$ cat src/rtl/vrt_pkg.sv
// Package: vrt_pkg
// Fixed bit positions of the per-entry register word of the VLAN resolution
// table. Assumes a 32-bit register data path.
package vrt_pkg;
    localparam int REG_W      = 32;
    localparam int BIT_WR_MEM = 30;  // write selects membership mask
    localparam int BIT_WR_TAG = 29;  // write selects tag mask
    localparam int BIT_VIEW   = 28;  // toggle read view / read-back of view
endpackage

$ cat src/rtl/vrt_entry_store.sv
// Module: vrt_entry_store
// Holds the VID, membership mask, tag mask and read-view flag of every entry.
// Assumes at most one decoded write per cycle (wr_en with wr_idx in range).
module vrt_entry_store #(
    parameter int N_ENTRIES = 32,
    parameter int N_PORTS   = 5,
    parameter int VID_W     = 12,
    localparam int IDX_W    = $clog2(N_ENTRIES)
) (
    input  logic                                clk,
    input  logic                                rst_n,
    input  logic                                wr_en,
    input  logic [IDX_W-1:0]                    wr_idx,
    input  logic                                wr_toggle,
    input  logic                                wr_sel_mem,
    input  logic                                wr_sel_tag,
    input  logic [VID_W-1:0]                    wr_vid,
    input  logic [N_PORTS-1:0]                  wr_mask,
    output logic [N_ENTRIES-1:0][VID_W-1:0]     vid_o,
    output logic [N_ENTRIES-1:0][N_PORTS-1:0]   mem_o,
    output logic [N_ENTRIES-1:0][N_PORTS-1:0]   tag_o,
    output logic [N_ENTRIES-1:0]                view_o
);

    for (genvar i = 0; i < N_ENTRIES; i++) begin : g_ent
        logic hit_w;
        assign hit_w = wr_en && (wr_idx == IDX_W'(i));

        // Update one entry: a toggle write only flips the view, else fields load
        always_ff @(posedge clk) begin
            if (!rst_n) begin
                vid_o[i]  <= '0;
                mem_o[i]  <= '0;
                tag_o[i]  <= '0;
                view_o[i] <= 1'b0;
            end else if (hit_w) begin
                if (wr_toggle) begin
                    view_o[i] <= ~view_o[i];
                end else begin
                    vid_o[i] <= wr_vid;
                    if (wr_sel_mem) mem_o[i] <= wr_mask;
                    if (wr_sel_tag) tag_o[i] <= wr_mask;
                end
            end
        end
    end


    toggle_keeps_fields_chk: assert property (@(posedge clk) disable iff (!rst_n)
        (wr_en && wr_toggle) |=> ($stable(vid_o) && $stable(mem_o) && $stable(tag_o)));


    mem_load_chk: assert property (@(posedge clk) disable iff (!rst_n)
        (wr_en && !wr_toggle && wr_sel_mem) |=> (mem_o[$past(wr_idx)] == $past(wr_mask)));


    mask_hold_chk: assert property (@(posedge clk) disable iff (!rst_n)
        (wr_en && !wr_toggle && !wr_sel_mem && !wr_sel_tag) |=> ($stable(mem_o) && $stable(tag_o)));

endmodule

$ cat src/rtl/vrt_regport.sv
// Module: vrt_regport
// Decodes register accesses into entry writes and returns read data one cycle
// after a read request. Assumes requests last one cycle each.
module vrt_regport
    import vrt_pkg::*;
#(
    parameter int N_ENTRIES = 32,
    parameter int N_PORTS   = 5,
    parameter int VID_W     = 12,
    parameter int ADDR_W    = 8,
    localparam int IDX_W    = $clog2(N_ENTRIES),
    localparam int VID_LSB  = N_PORTS,
    localparam int VID_MSB  = VID_LSB + VID_W - 1
) (
    input  logic                                clk,
    input  logic                                rst_n,
    input  logic                                reg_valid_i,
    input  logic                                reg_write_i,
    input  logic [ADDR_W-1:0]                   reg_addr_i,
    input  logic [REG_W-1:0]                    reg_wdata_i,
    input  logic [N_ENTRIES-1:0][VID_W-1:0]     vid_i,
    input  logic [N_ENTRIES-1:0][N_PORTS-1:0]   mem_i,
    input  logic [N_ENTRIES-1:0][N_PORTS-1:0]   tag_i,
    input  logic [N_ENTRIES-1:0]                view_i,
    output logic                                wr_en,
    output logic [IDX_W-1:0]                    wr_idx,
    output logic                                wr_toggle,
    output logic                                wr_sel_mem,
    output logic                                wr_sel_tag,
    output logic [VID_W-1:0]                    wr_vid,
    output logic [N_PORTS-1:0]                  wr_mask,
    output logic                                reg_rvalid_o,
    output logic [REG_W-1:0]                    reg_rdata_o
);

    logic             mapped;
    logic [IDX_W-1:0] idx;
    logic [REG_W-1:0] rd_word;
    logic             wdata_unused;

    assign mapped       = ({1'b0, reg_addr_i} < (ADDR_W+1)'(N_ENTRIES));
    assign idx          = reg_addr_i[IDX_W-1:0];
    assign wdata_unused = ^{reg_wdata_i[REG_W-1], reg_wdata_i[BIT_VIEW-1:VID_MSB+1]};

    // Split a write into field controls for the entry store
    always_comb begin
        wr_en      = reg_valid_i && reg_write_i && mapped;
        wr_idx     = idx;
        wr_toggle  = reg_wdata_i[BIT_VIEW];
        wr_sel_mem = reg_wdata_i[BIT_WR_MEM];
        wr_sel_tag = reg_wdata_i[BIT_WR_TAG];
        wr_vid     = reg_wdata_i[VID_MSB:VID_LSB];
        wr_mask    = reg_wdata_i[N_PORTS-1:0];
    end

    // Assemble the read word of the addressed entry using its current view
    always_comb begin
        rd_word = '0;
        if (mapped) begin
            rd_word[BIT_VIEW]        = view_i[idx];
            rd_word[VID_MSB:VID_LSB] = vid_i[idx];
            rd_word[N_PORTS-1:0]     = view_i[idx] ? tag_i[idx] : mem_i[idx];
        end
    end

    // Register read data and its valid flag
    always_ff @(posedge clk) begin
        if (!rst_n) begin
            reg_rvalid_o <= 1'b0;
            reg_rdata_o  <= '0;
        end else begin
            reg_rvalid_o <= reg_valid_i && !reg_write_i;
            reg_rdata_o  <= (reg_valid_i && !reg_write_i) ? rd_word : '0;
        end
    end


    read_latency_chk: assert property (@(posedge clk) disable iff (!rst_n)
        (reg_valid_i && !reg_write_i) |=> reg_rvalid_o);


    write_no_rvalid_chk: assert property (@(posedge clk) disable iff (!rst_n)
        (!reg_valid_i || reg_write_i) |=> !reg_rvalid_o);


    unmapped_zero_chk: assert property (@(posedge clk) disable iff (!rst_n)
        (reg_valid_i && !reg_write_i && !mapped) |=> (reg_rdata_o == '0));


    spare_bits_zero_chk: assert property (@(posedge clk) disable iff (!rst_n)
        reg_rvalid_o |-> (reg_rdata_o[REG_W-1:BIT_VIEW+1] == '0 &&
                          reg_rdata_o[BIT_VIEW-1:VID_MSB+1] == '0));

endmodule

$ cat src/rtl/vrt_lookup.sv
// Module: vrt_lookup
// Compares a VID against all entries in parallel, picks the lowest-indexed
// live match and registers the result. Assumes lk_valid_i is a per-cycle strobe.
module vrt_lookup #(
    parameter int N_ENTRIES = 32,
    parameter int N_PORTS   = 5,
    parameter int VID_W     = 12,
    localparam int IDX_W    = $clog2(N_ENTRIES),
    localparam int PORT_W   = $clog2(N_PORTS)
) (
    input  logic                                clk,
    input  logic                                rst_n,
    input  logic                                lk_valid_i,
    input  logic [VID_W-1:0]                    lk_vid_i,
    input  logic [PORT_W-1:0]                   lk_port_i,
    input  logic [N_ENTRIES-1:0][VID_W-1:0]     vid_i,
    input  logic [N_ENTRIES-1:0][N_PORTS-1:0]   mem_i,
    input  logic [N_ENTRIES-1:0][N_PORTS-1:0]   tag_i,
    output logic                                lk_rvalid_o,
    output logic                                lk_hit_o,
    output logic [IDX_W-1:0]                    lk_index_o,
    output logic                                lk_member_o,
    output logic [N_PORTS-1:0]                  lk_tagmask_o
);

    logic [N_ENTRIES-1:0] match;
    logic                 found;
    logic [IDX_W-1:0]     win;
    logic [N_PORTS-1:0]   win_mem;
    logic                 port_ok;

    for (genvar i = 0; i < N_ENTRIES; i++) begin : g_cmp
        assign match[i] = (vid_i[i] == lk_vid_i) && (|mem_i[i]);
    end

    // Priority pick: scan downward so the lowest matching index is kept
    always_comb begin
        found = 1'b0;
        win   = '0;
        for (int i = N_ENTRIES - 1; i >= 0; i--) begin
            if (match[i]) begin
                found = 1'b1;
                win   = IDX_W'(i);
            end
        end
    end

    assign win_mem = mem_i[win];
    assign port_ok = (int'(lk_port_i) < N_PORTS);

    // Register the lookup result, zero when no request or no hit
    always_ff @(posedge clk) begin
        if (!rst_n) begin
            lk_rvalid_o  <= 1'b0;
            lk_hit_o     <= 1'b0;
            lk_index_o   <= '0;
            lk_member_o  <= 1'b0;
            lk_tagmask_o <= '0;
        end else begin
            lk_rvalid_o  <= lk_valid_i;
            lk_hit_o     <= lk_valid_i && found;
            lk_index_o   <= (lk_valid_i && found) ? win : '0;
            lk_member_o  <= lk_valid_i && found && port_ok && win_mem[lk_port_i];
            lk_tagmask_o <= (lk_valid_i && found) ? tag_i[win] : '0;
        end
    end


    lookup_latency_chk: assert property (@(posedge clk) disable iff (!rst_n)
        lk_valid_i |=> lk_rvalid_o);


    idle_no_hit_chk: assert property (@(posedge clk) disable iff (!rst_n)
        !lk_valid_i |=> (!lk_hit_o && !lk_member_o && lk_tagmask_o == '0));


    member_needs_hit_chk: assert property (@(posedge clk) disable iff (!rst_n)
        lk_member_o |-> lk_hit_o);


    one_winner_chk: assert property (@(posedge clk) disable iff (!rst_n)
        (lk_valid_i && match != '0) |=> lk_hit_o);

endmodule

$ cat src/rtl/vlan_res_table.sv
// Module: vlan_res_table
// VLAN resolution table: per-entry register access with two masks sharing one
// word, plus a registered parallel lookup. Assumes a single clock domain.
module vlan_res_table #(
    parameter int N_ENTRIES = 32,
    parameter int N_PORTS   = 5,
    parameter int VID_W     = 12,
    parameter int ADDR_W    = 8
) (
    input  logic                             clk,
    input  logic                             rst_n,
    input  logic                             reg_valid_i,
    input  logic                             reg_write_i,
    input  logic [ADDR_W-1:0]                reg_addr_i,
    input  logic [31:0]                      reg_wdata_i,
    output logic                             reg_rvalid_o,
    output logic [31:0]                      reg_rdata_o,
    input  logic                             lk_valid_i,
    input  logic [VID_W-1:0]                 lk_vid_i,
    input  logic [$clog2(N_PORTS)-1:0]       lk_port_i,
    output logic                             lk_rvalid_o,
    output logic                             lk_hit_o,
    output logic [$clog2(N_ENTRIES)-1:0]     lk_index_o,
    output logic                             lk_member_o,
    output logic [N_PORTS-1:0]               lk_tagmask_o
);

    localparam int IDX_W = $clog2(N_ENTRIES);

    logic [N_ENTRIES-1:0][VID_W-1:0]   vid_a;
    logic [N_ENTRIES-1:0][N_PORTS-1:0] mem_a;
    logic [N_ENTRIES-1:0][N_PORTS-1:0] tag_a;
    logic [N_ENTRIES-1:0]              view_a;
    logic                              wr_en;
    logic [IDX_W-1:0]                  wr_idx;
    logic                              wr_toggle;
    logic                              wr_sel_mem;
    logic                              wr_sel_tag;
    logic [VID_W-1:0]                  wr_vid;
    logic [N_PORTS-1:0]                wr_mask;

    vrt_regport #(
        .N_ENTRIES(N_ENTRIES), .N_PORTS(N_PORTS), .VID_W(VID_W), .ADDR_W(ADDR_W)
    ) u_regport (
        .clk(clk), .rst_n(rst_n),
        .reg_valid_i(reg_valid_i), .reg_write_i(reg_write_i),
        .reg_addr_i(reg_addr_i), .reg_wdata_i(reg_wdata_i),
        .vid_i(vid_a), .mem_i(mem_a), .tag_i(tag_a), .view_i(view_a),
        .wr_en(wr_en), .wr_idx(wr_idx), .wr_toggle(wr_toggle),
        .wr_sel_mem(wr_sel_mem), .wr_sel_tag(wr_sel_tag),
        .wr_vid(wr_vid), .wr_mask(wr_mask),
        .reg_rvalid_o(reg_rvalid_o), .reg_rdata_o(reg_rdata_o)
    );

    vrt_entry_store #(
        .N_ENTRIES(N_ENTRIES), .N_PORTS(N_PORTS), .VID_W(VID_W)
    ) u_store (
        .clk(clk), .rst_n(rst_n),
        .wr_en(wr_en), .wr_idx(wr_idx), .wr_toggle(wr_toggle),
        .wr_sel_mem(wr_sel_mem), .wr_sel_tag(wr_sel_tag),
        .wr_vid(wr_vid), .wr_mask(wr_mask),
        .vid_o(vid_a), .mem_o(mem_a), .tag_o(tag_a), .view_o(view_a)
    );

    vrt_lookup #(
        .N_ENTRIES(N_ENTRIES), .N_PORTS(N_PORTS), .VID_W(VID_W)
    ) u_lookup (
        .clk(clk), .rst_n(rst_n),
        .lk_valid_i(lk_valid_i), .lk_vid_i(lk_vid_i), .lk_port_i(lk_port_i),
        .vid_i(vid_a), .mem_i(mem_a), .tag_i(tag_a),
        .lk_rvalid_o(lk_rvalid_o), .lk_hit_o(lk_hit_o), .lk_index_o(lk_index_o),
        .lk_member_o(lk_member_o), .lk_tagmask_o(lk_tagmask_o)
    );

endmodule

$ cat config.mk
export PLATFORM = sky130hd
export DESIGN_NAME = vlan_res_table
export DESIGN_NICKNAME = d
export VERILOG_FILES = /design/src/rtl/vrt_pkg.sv /design/src/rtl/vrt_entry_store.sv /design/src/rtl/vrt_regport.sv /design/src/rtl/vrt_lookup.sv /design/src/rtl/vlan_res_table.sv
export SDC_FILE = /design/constraint.sdc
export NUM_CORES = 2
export LEC_CHECK = 0
export BUFFER_PORTS_ARGS = -buffer_cell sky130_fd_sc_hd__buf_2
export CORE_ASPECT_RATIO = 1.2
export CORE_MARGIN = 5
export CORE_UTILIZATION = 50
export DETAILED_ROUTE_END_ITERATION = 12
export PLACE_DENSITY = 0.75
export SETUP_SLACK_MARGIN = 0.05
export SLEW_MARGIN = 5
export SYNTH_ARGS = -nofsm -noshare
export SYNTH_HDL_FRONTEND = slang
export SYNTH_SLANG_ARGS = --single-unit
$ cat constraint.sdc
create_clock -name clk -period 4.1 [get_ports clk]
set_input_delay 0.41 -clock clk [delete_from_list [all_inputs] [get_ports clk]]
set_output_delay 0.41 -clock clk [all_outputs]
set_load 0.02 [all_outputs]
==> summary.md <==
| Metric | Value |
|---|---|
| First-pass GRT wire length | around 240000 um |
| Initial Util | roughly half |
| Post-synthesis sequential area ratio | a little over a third |
| Post-Route WL | around 160000 um |
| Wirelength per Cell | around 25 um |
| Initial antenna violation count | 3 |
| Worst VDD drop | roughly 0.00042 V |
| Crit start category | flop |
| Overflow after GRT | 0 |
| CP Max Fanout | 31 |
| Gpl congestion | ~1.0 |
| #FFs+latches synth | around 770 |
| Num ports | 106 |
| Cell area after technology mapping | 0.0440 mm2 |
| Setup TNS | 0 ns |
| CP arrival | ~4.6 ns |
| Status | completed |
| Worst Clk Skew | between 0.03 and 0.04 ns |
| Post-DP HPWL | about 120000 um |
| Post-synth EDFFs | 0 |
| LEAKAGE | 17.4 nW |
| Critical Path Sink Type | flop |
| Placed Cells | 6351 |
| DRT Pass-1 Iters | 8 |
| Max_cap viols | 0 |
| Final Setup Violations | 0 |
| Async SR Flop Fraction | 0% |
| Unrepaired setup endpoints after global routing | no |
| Layout cells sized above 1 | between 10% and 20% |
| Worst slew pin tran | ~1.2 ns |
| CTS clock-pin slew for the worst setup and hold paths | around 0.060 ns |
| Count of different cell masters after synthesis | 77 |
| Global Route Usage Sum | between 30% and 40% |
| H-tree Lvls | 3 |
| Final Net Count | 5354 |
| Die area | between 0.09 and 0.1 mm2 |
| Total CTS buffers | 83 |
| Post-synth top area share | 35.0% |
| Critical path class | flop to flop |
| Clk buf depth | 3 |
| Largest cells by area after synthesis | dfxtp_1, a21boi_0, mux4_2, nand2_1, xnor2_1 |
| Number of global-route vias before repair | 39156 |
| Yosys Warn Count | 0 |
| Largest net degree at the start of global routing | between 200 and 300 |
| Ys flop type | dfxtp_1 |
| Count of buffers from port buffering | 79 |
| Die Wd | 281 um |
| Synth Instances | between 5000 and 6000 |
| HP Class | input pin to flop |
| Row Count | between 100 and 150 |
| Sink Count | 768 |
| Final cell count without fillers | roughly 6500 |
| Sw Share | about 25% |
| Post-route ant nets | 0 |
| Initial DRC Count | roughly 5700 |
| Drc violations | 0 |
| Net Sw Power | 4.14 mW |
| Number of hold buffers added after cts | 0 |
| Via Count | around 41000 |
| Clock root cell | clkbuf_16 |
| Combinational Power Share | under 10% |
| Slew headroom | between 10% and 20% |
| Count of final max-slew check failures | 0 |
| Minimum clock period | 4.00 ns |
| Period utilization | ~100% |
| Latest clock arrival within the worst-skew pair | ~0.67 ns |
| Avg Cell Area, Syn | 8.62 um2 |
| Fmax achieved | about 0.25 GHz |
| Vias/cell | between 6 and 7 |
| Placed Instance Area | between 0.04 and 0.05 mm2 |
| Flop pwr share | about 45% |
| Placeable Area | between 0.08 and 0.09 mm2 |
| Die H | around 330 um |
| Area grow syn2layout | 16.5% |
| WP data required | around 4.7 ns |
| Final Hold Viols | 0 |
| Clock Power Share | a little under half |
| CTS tree | built |
| PD cells | 327 mW/mm2 |
| Internal power | roughly 13 mW |
| Largest area contributor in the netlist | dfxtp_1 |
| Post-route design area | 0.0512 mm2 |
==> synth_stat cells, types with 7 or more instances <==
cell         n
xnor2_2     11
clkbuf_1   328
a211oi_1    52
nand3_1    356
a21oi_1     29
o21ai_0     29
buf_6       27
and3_1       9
or4_1       34
a21o_1       7
nor2b_1     18
or3_1       18
buf_4       27
a32oi_1      8
a31oi_1      7
xnor2_1    243
nand2_1   1363
mux4_2     235
nand4_1     90
buf_1       42
nor4_1      67
nor2_1     117
buf_2       46
mux2i_1     85
o31ai_1      7
and2_1      44
nand2b_1    13
nor3b_1     13
mux2_2       8
xor2_1     146
dfxtp_1    768
nor3_1      16
a21boi_0   722
o211ai_1    28
==> stage by stage <==
| step | power (mW) | setup WS (ns) | hold WS (ns) | utilization (%) |
|---|---|---|---|---|
| after floorplan | 8.46 | 0.455 | 0.449 | - |
| after global placement | 8.92 | -0.413 | 0.461 | 54.8 |
| after detailed placement | 8.93 | -0.381 | 0.472 | 54.8 |
| after CTS | 16.8 | 0.0569 | 0.0427 | 58.2 |
| after global routing | 17.2 | 0.0429 | 0.0665 | 58.5 |
| final | 16.8 | 0.0967 | 0.0601 | 58.5 |
==> worst max-delay path, cell delays in order, from the launching register on <==
cell and delay [ns]:
dfxtp_1 0.31, or4_4 0.55, o211ai_1 0.27, nor4_2 0.08, buf_4 0.17, nor3_4 0.21, o311ai_4 0.15, buf_4 0.16
o22ai_1 0.26, a21o_2 0.27, or2_4 0.20, buf_12 0.16, buf_12 0.21, a211oi_1 0.06, a211oi_1 0.41, a311oi_1 0.09
nand3b_1 0.24, o31ai_1 0.09
==> sequential cells by signal, summed over array words and instances (netlist names), 5 cells and up <==
signal,count
u_store.tag_o,160
u_lookup.lk_index_o,5
u_store.mem_o,160
u_store.vid_o,384
u_lookup.lk_tagmask_o,5
u_regport.reg_rdata_o,18
u_store.view_o,32
==> per-layer routing <==
layer	up-vias	track usage (%)	part of all wire, %
met5	-	0	0.0079
met4	2	19.4	7.3
met3	651	6.95	11
met2	2682	52.3	44
met1	19625	43.5	37
li1	18177	-	-
==> cells in the final DEF (no fill, tap or decap), types with 11 or more instances in the layout <==
| master | netlist | layout |
|---|---|---|
| a211oi_1 | 52 | 48 |
| clkbuf_1 | 328 | 12 |
| nor3_1 | 16 | 15 |
| o21ai_0 | 29 | 27 |
| and2_1 | 44 | 43 |
| nor2b_1 | 18 | 18 |
| or3_1 | 18 | 18 |
| mux4_2 | 235 | 235 |
| conb_1 | 1 | 14 |
| buf_12 | 0 | 42 |
| nor2_2 | 0 | 33 |
| buf_2 | 46 | 73 |
| or4_1 | 34 | 20 |
| or4_4 | 0 | 14 |
| clkinv_2 | 0 | 14 |
| nand2b_1 | 13 | 13 |
| o211ai_1 | 28 | 28 |
| buf_4 | 27 | 440 |
| nor4_1 | 67 | 62 |
| a21oi_1 | 29 | 28 |
| nand3_1 | 356 | 356 |
| clkbuf_8 | 0 | 18 |
| xor2_1 | 146 | 146 |
| xnor2_2 | 11 | 13 |
| clkbuf_16 | 0 | 84 |
| nand2_1 | 1363 | 1363 |
| nor2_1 | 117 | 84 |
| mux2i_1 | 85 | 85 |
| a21boi_0 | 722 | 721 |
| nor3b_1 | 13 | 11 |
| nand4_1 | 90 | 90 |
| dfxtp_1 | 768 | 761 |
| xnor2_1 | 243 | 241 |
==> area by class of cell <==
type / count / area (um2)
fill: 7636 / 36300
multi-input combinational: 3869 / 26900
sequential: 768 / 15400
timing repair buffer: 565 / 4640
clock buffer: 113 / 2380
tap: 1149 / 1440
clock inverter: 38 / 473
inverter: 7 / 26.3
antenna: 2 / 5.00
==> power by group through the flow <==
stage          Combinational [mW]  Sequential [mW]  Clock [mW]
6_report                     1.33             7.47        7.96
3_5_place_dp                 1.29             7.63           0
5_1_grt                      1.37             7.46        8.32
2_1_floorplan               0.831             7.63           0
4_1_cts                      1.30             7.47        8.04
3_3_place_gp                 1.29             7.63           0
==> final timing paths <==
check                           slack, ns                       end  cells past startpoint         startpoint
worst min register to register       0.48         u_store.tag_o[64]                      2  u_store.tag_o[64]
worst min-delay path                 0.06    u_regport.reg_rvalid_o                      2        reg_valid_i
worst max register to register        0.1  u_lookup.lk_tagmask_o[4]                     17  u_store.mem_o[15]
worst max-delay path                  0.1  u_lookup.lk_tagmask_o[4]                     17  u_store.mem_o[15]
==> kinds of logic after synthesis <==
group	count (synthesis)	share of synthesized area [%]
buffers and inverters	478	4.93
xor gates and xnor gates	400	8.15
muxes	329	14.2
DFF	768	35.0
AOI/OAI and AO/OA	949	16.0
and+or+nand+nor	2177	21.8
other	1	0.00853
==> what timing repair did <==
item,in CTS,in global routing
setup endpoints to repair,6,6
buffers inserted,0,7
pin swaps,8,24
gates resized for setup,18,55
(Power assumes the default switching activity.)
